--- src/rtl/boot_image_pkg.sv ---
// Shared constants and the computed boot image contents.
// Assumes byte-wide lanes. The image is a pure function of lane and entry.
package boot_image_pkg;
    localparam int BYTE_W = 8;

    // Content of table `lane`, entry `k`
    function automatic logic [BYTE_W-1:0] image_byte(input int lane, input int k);
        int v;
        v = (k * 29 + lane * 71 + 60) % 256;
        return BYTE_W'(v);
    endfunction
endpackage

--- src/rtl/boot_image_table.sv ---
// One read-only byte table feeding a single byte lane.
// Assumes idx < DEPTH. Contents are computed from the package function.
module boot_image_table
    import boot_image_pkg::*;
#(
    parameter int LANE  = 0,
    parameter int DEPTH = 32,
    localparam int IDX_W = $clog2(DEPTH)
) (
    input  logic [IDX_W-1:0]  idx,
    output logic [BYTE_W-1:0] data
);
    logic [BYTE_W-1:0] rom [DEPTH];

    // Build the constant table
    always_comb begin
        for (int k = 0; k < DEPTH; k++) rom[k] = image_byte(LANE, k);
    end

    // Look up the current entry
    assign data = rom[idx];
endmodule

--- src/rtl/boot_copy_seq.sv ---
// Copy sequencer: detects request rising edges and walks the word index.
// Assumes a synchronous active-low reset. A new edge always restarts at 0.
module boot_copy_seq #(
    parameter int WORDS = 32,
    localparam int IDX_W = $clog2(WORDS)
) (
    input  logic             clk,
    input  logic             rst_n,
    input  logic             rst_req,
    output logic             busy,
    output logic [IDX_W-1:0] idx,
    output logic             last_wr
);
    localparam logic [IDX_W-1:0] LAST = IDX_W'(WORDS - 1);

    logic req_q;
    logic start;

    assign start = rst_req & ~req_q;

    // Final word written this cycle, and no restart pending at this edge
    assign last_wr = busy & (idx == LAST) & ~start;

    // Edge history, busy flag and word index
    always_ff @(posedge clk) begin
        if (!rst_n) begin
            req_q <= 1'b0;
            busy  <= 1'b0;
            idx   <= '0;
        end else begin
            req_q <= rst_req;
            if (start) begin
                busy <= 1'b1;
                idx  <= '0;
            end else if (busy) begin
                if (idx == LAST) busy <= 1'b0;
                else             idx  <= idx + 1'b1;
            end
        end
    end
endmodule

--- src/rtl/boot_hold_ctrl.sv ---
// Coprocessor reset control: keeps the reset asserted until a complete
// image is present and the host has let go of its request.
module boot_hold_ctrl (
    input  logic clk,
    input  logic rst_n,
    input  logic rst_req,
    input  logic busy,
    input  logic last_wr,
    output logic cpu_hold
);
    logic img_ok;

    // Remember that one full copy has completed since block reset
    always_ff @(posedge clk) begin
        if (!rst_n)       img_ok <= 1'b0;
        else if (last_wr) img_ok <= 1'b1;
    end

    // Release only when idle, not requested and the image is whole
    assign cpu_hold = rst_req | busy | ~img_ok;
endmodule

--- src/rtl/boot_image_loader.sv ---
// Top: copies the boot image into coprocessor RAM on every reset request.
// Assumes LANES is a power of two and the RAM accepts one word per clock.
module boot_image_loader
    import boot_image_pkg::*;
#(
    parameter int WORDS = 32,
    parameter int LANES = 4,
    localparam int IDX_W  = $clog2(WORDS),
    localparam int ADDR_W = IDX_W + $clog2(LANES),
    localparam int DATA_W = LANES * BYTE_W
) (
    input  logic              clk,
    input  logic              rst_n,
    input  logic              rst_req,
    output logic              ram_we,
    output logic [LANES-1:0]  ram_be,
    output logic [ADDR_W-1:0] ram_addr,
    output logic [DATA_W-1:0] ram_wdata,
    output logic              busy,
    output logic              cpu_hold
);
    logic [IDX_W-1:0] idx;
    logic             last_wr;

    boot_copy_seq #(.WORDS(WORDS)) u_seq (
        .clk(clk), .rst_n(rst_n), .rst_req(rst_req),
        .busy(busy), .idx(idx), .last_wr(last_wr)
    );

    boot_hold_ctrl u_hold (
        .clk(clk), .rst_n(rst_n), .rst_req(rst_req),
        .busy(busy), .last_wr(last_wr), .cpu_hold(cpu_hold)
    );

    // One table per byte lane, interleaved into the word
    for (genvar n = 0; n < LANES; n++) begin : g_lane
        boot_image_table #(.LANE(n), .DEPTH(WORDS)) u_tab (
            .idx(idx), .data(ram_wdata[n*BYTE_W +: BYTE_W])
        );
    end

    // Write port: full words while copying
    assign ram_we   = busy;
    assign ram_be   = {LANES{busy}};
    assign ram_addr = {idx, {($clog2(LANES)){1'b0}}};
endmodule

--- config.mk ---
export PLATFORM = sky130hd
export DESIGN_NAME = boot_image_loader
export DESIGN_NICKNAME = d
export VERILOG_FILES = /design/src/rtl/boot_image_pkg.sv /design/src/rtl/boot_image_table.sv /design/src/rtl/boot_copy_seq.sv /design/src/rtl/boot_hold_ctrl.sv /design/src/rtl/boot_image_loader.sv
export SDC_FILE = /design/constraint.sdc
export NUM_CORES = 1
export LEC_CHECK = 0
export ABC_AREA = 0
export BUFFER_PORTS_ARGS = -buffer_cell sky130_fd_sc_hd__buf_4
export CAP_MARGIN = 20
export CORE_ASPECT_RATIO = 0.75
export CORE_MARGIN = 3
export CORE_UTILIZATION = 53
export CTS_BUF_LIST = sky130_fd_sc_hd__clkbuf_16
export CTS_CLUSTER_DIAMETER = 100
export CTS_CLUSTER_SIZE = 10
export DETAILED_ROUTE_END_ITERATION = 12
export PLACE_DENSITY_LB_ADDON = 0.2
export SLEW_MARGIN = 20
export SYNTH_ARGS = -nofsm -noshare
export SYNTH_HDL_FRONTEND = slang
export SYNTH_SLANG_ARGS = --single-unit
export TNS_END_PERCENT = 20
--- constraint.sdc ---
create_clock -name clk -period 3.6 [get_ports clk]
set_clock_uncertainty 0.1 [all_clocks]
set_input_delay 0.54 -clock clk [delete_from_list [all_inputs] [get_ports clk]]
set_output_delay 0.54 -clock clk [all_outputs]
set_load 0.05 [all_outputs]
==> results.json <==
{
  "status": "finished clean",
  "slowest_stage": "dfxtp_1",
  "met1_length_mm": 1.51,
  "ys_seq_area_share_pct": 12.5,
  "post_cts_resize_count": 0,
  "core.rowCount": 14,
  "finalCritPeriodShare_pct": 87.8,
  "drt-vias-per-instance": 5.54,
  "wl_mm": 3.56,
  "num_vias": 1352,
  "cts_buffers": 3,
  "yosys_warnings": 0,
  "syn_area_sq_mm": 0.00128,
  "synth.most_common_cell": "nor2_1",
  "yosys.area.top_type": "dfxtp_1",
  "synth_area_leaders": "dfxtp_1, ha_1, xnor2_1",
  "synth_top_area_share_pct": 12.5,
  "tightest_slew_ps": 594,
  "relSlewSlack_pct": 60.3,
  "boundaryPins": 49,
  "die_area_sq_mm": 0.00304,
  "final_layout_size_suffix_gt1_share_pct": 27.8,
  "hold_viol": 0,
  "wl_met3_um": 322,
  "cts_buffer_depth": 2,
  "top_layer": "met4",
  "clkLatencyLatePin_ps": 240,
  "grtUsageTotal_pct": 24.5,
  "grt_pass1_wl_mm": 6.09,
  "io_buffers": 46,
  "drc": 0,
  "area.growth.synth_to_final_pct": 25.6,
  "holdWs_ps": 377,
  "wl_per_cell_um": 14.6,
  "path_clk_slew_ps": 40,
  "antenna_found_initial": 0,
  "endpoint_kind": "output port",
  "power_density_mw_per_mm2": 285,
  "ant_nets": 0,
  "cts_tree": "yes",
  "core_area_sq_mm": 0.00214,
  "synth-edff-count": 0,
  "setup_viol": 0,
  "synth.distinct_cells": 38,
  "path_class": "register to output port",
  "rsz0062_at_grt": "no",
  "route.met2.wl_mm": 1.69,
  "nets": 228,
  "fmax_ghz": 0.316,
  "dpl.hpwl_mm": 2.51,
  "min_period_ps": 3160,
  "total_power_mw": 0.457,
  "postCtsSetupBuffers": 0,
  "drtIter0Drc": 95,
  "die_h_um": 48.5,
  "min-delay-path-class": "register to register",
  "leakage_nw": 0.707,
  "synth_cells": 186,
  "grt_max_degree": 40,
  "gp_congestion": 0.842,
  "cpPeakStageDelay_ps": 600,
  "synth_async_sr_flop_share_pct": 0,
  "finalWorstSetupSlack_ps": 438,
  "slew_viol_final": 0,
  "drv_cap": 0,
  "critPathArrivalTime_ps": 2520,
  "grt_overflow_total": 0,
  "cp_max_fo": 12,
  "clock-sinks": 8,
  "holdBufCountCts": 0,
  "ir_drop_mv": 0.322,
  "dp_cells": 241,
  "crit_chain": "inv_1, ha_1, nand2b_1, o21ai_0, a221o_1, buf_4",
  "htree_levels": 1,
  "fin_cells": 244,
  "required_ps": 2960,
  "die_x_um": 62.7,
  "clockRootBuffer": "clkbuf_16",
  "setup.worst_path.start_class": "register",
  "synth_common_cells": "nor2_1, a21oi_1, nand2_1",
  "synth-main-ff-cell": "dfxtp_1",
  "firstDrtPassIters": 4,
  "place_ws_ps": 738,
  "n_antenna_cell": 0,
  "yosys_register_bits": 8,
  "syn_area_per_cell_sq_um": 6.87,
  "grt_pass1_vias": 1288,
  "start_util_pct": 59.8
}
[kinds of logic after synthesis]
kind of cell             count (synthesis)  share of synthesized area (%)
other                                    1                          0.294
multiplexers                             5                           4.31
adder cells (fa/ha/maj)                 11                           10.8
AO/OA/AOI/OAI                           49                           23.1
flip-flops                               8                           12.5
buffers and inverters                   34                           14.9
XOR/XNOR                                17                           11.7
AND/OR/NAND/NOR                         61                           22.4
[routing by layer]
layer,vias to the layer above,global-route usage (%)
met5,-,0
met4,0,8.42
met1,614,31.5
met2,71,39.6
li1,663,-
met3,4,6.48
[final timing paths]
kind | startpoint | endpoint | slack [ps] | depth (start not counted)
worst min register to register | u_hold.img_ok$_SDFFE_PN0P_ | u_hold.img_ok$_SDFFE_PN0P_ | 380 | 2
worst max register to register | u_seq.idx[1]$_SDFFE_PP0P_ | u_seq.idx[3]$_SDFFE_PP0P_ | 1310 | 8
worst max-delay path | u_seq.idx[1]$_SDFFE_PP0P_ | ram_wdata[5] | 440 | 6
worst min-delay path | u_hold.img_ok$_SDFFE_PN0P_ | u_hold.img_ok$_SDFFE_PN0P_ | 380 | 2
[metrics by stage]
step	area, sq um	util, %	TNS (ps)
2_1_floorplan	1280	-	-330
4_1_cts	1600	75.1	0
3_5_place_dp	1530	71.5	0
3_3_place_gp	1530	71.5	0
5_1_grt	1600	75.1	0
6_report	1600	75.1	0
[state kept, by name, indices dropped and copies added (netlist names)]
| signal | cells |
|---|---|
| u_seq.idx | 5 |
| u_seq.busy | 1 |
| u_seq.req_q | 1 |
| u_hold.img_ok | 1 |
[cells in the final DEF (no fill, tap or decap), types with 3 or more instances in the layout]
cell type and instances:
a21oi_1 18, buf_4 50, clkbuf_16 3, dfxtp_1 8, ha_1 11, inv_1 4
mux2i_1 4, nand2_1 15, nand2b_1 8, nand3_1 3, nor2_1 20, nor3_1 6
o211ai_1 3, o21a_1 3, o21ai_0 13, or2_2 3, xnor2_1 14, xor2_1 3
[critical path: cells and delay by family, from the launching register on]
family	cells	cell delay, ps
flops	1	600
fa+ha+maj	1	550
compound gates	2	460
buf+inv	2	430
simple gates	1	240
[cell type report]
type | count | area [sq um]
clock buffers | 3 | 75.1
flip-flops and latches | 8 | 160
well taps | 32 | 40.0
repair buffers | 50 | 375
multi-input cells | 145 | 931
fillers | 180 | 533
inverters | 6 | 22.5
[report_power, final]
group          switching, mW  internal, mW
clock                 0.0468         0.144
sequential           0.00322        0.0915
combinational          0.123        0.0495
total                  0.173         0.285
Note: power is estimated with default switching activity, not from simulation.
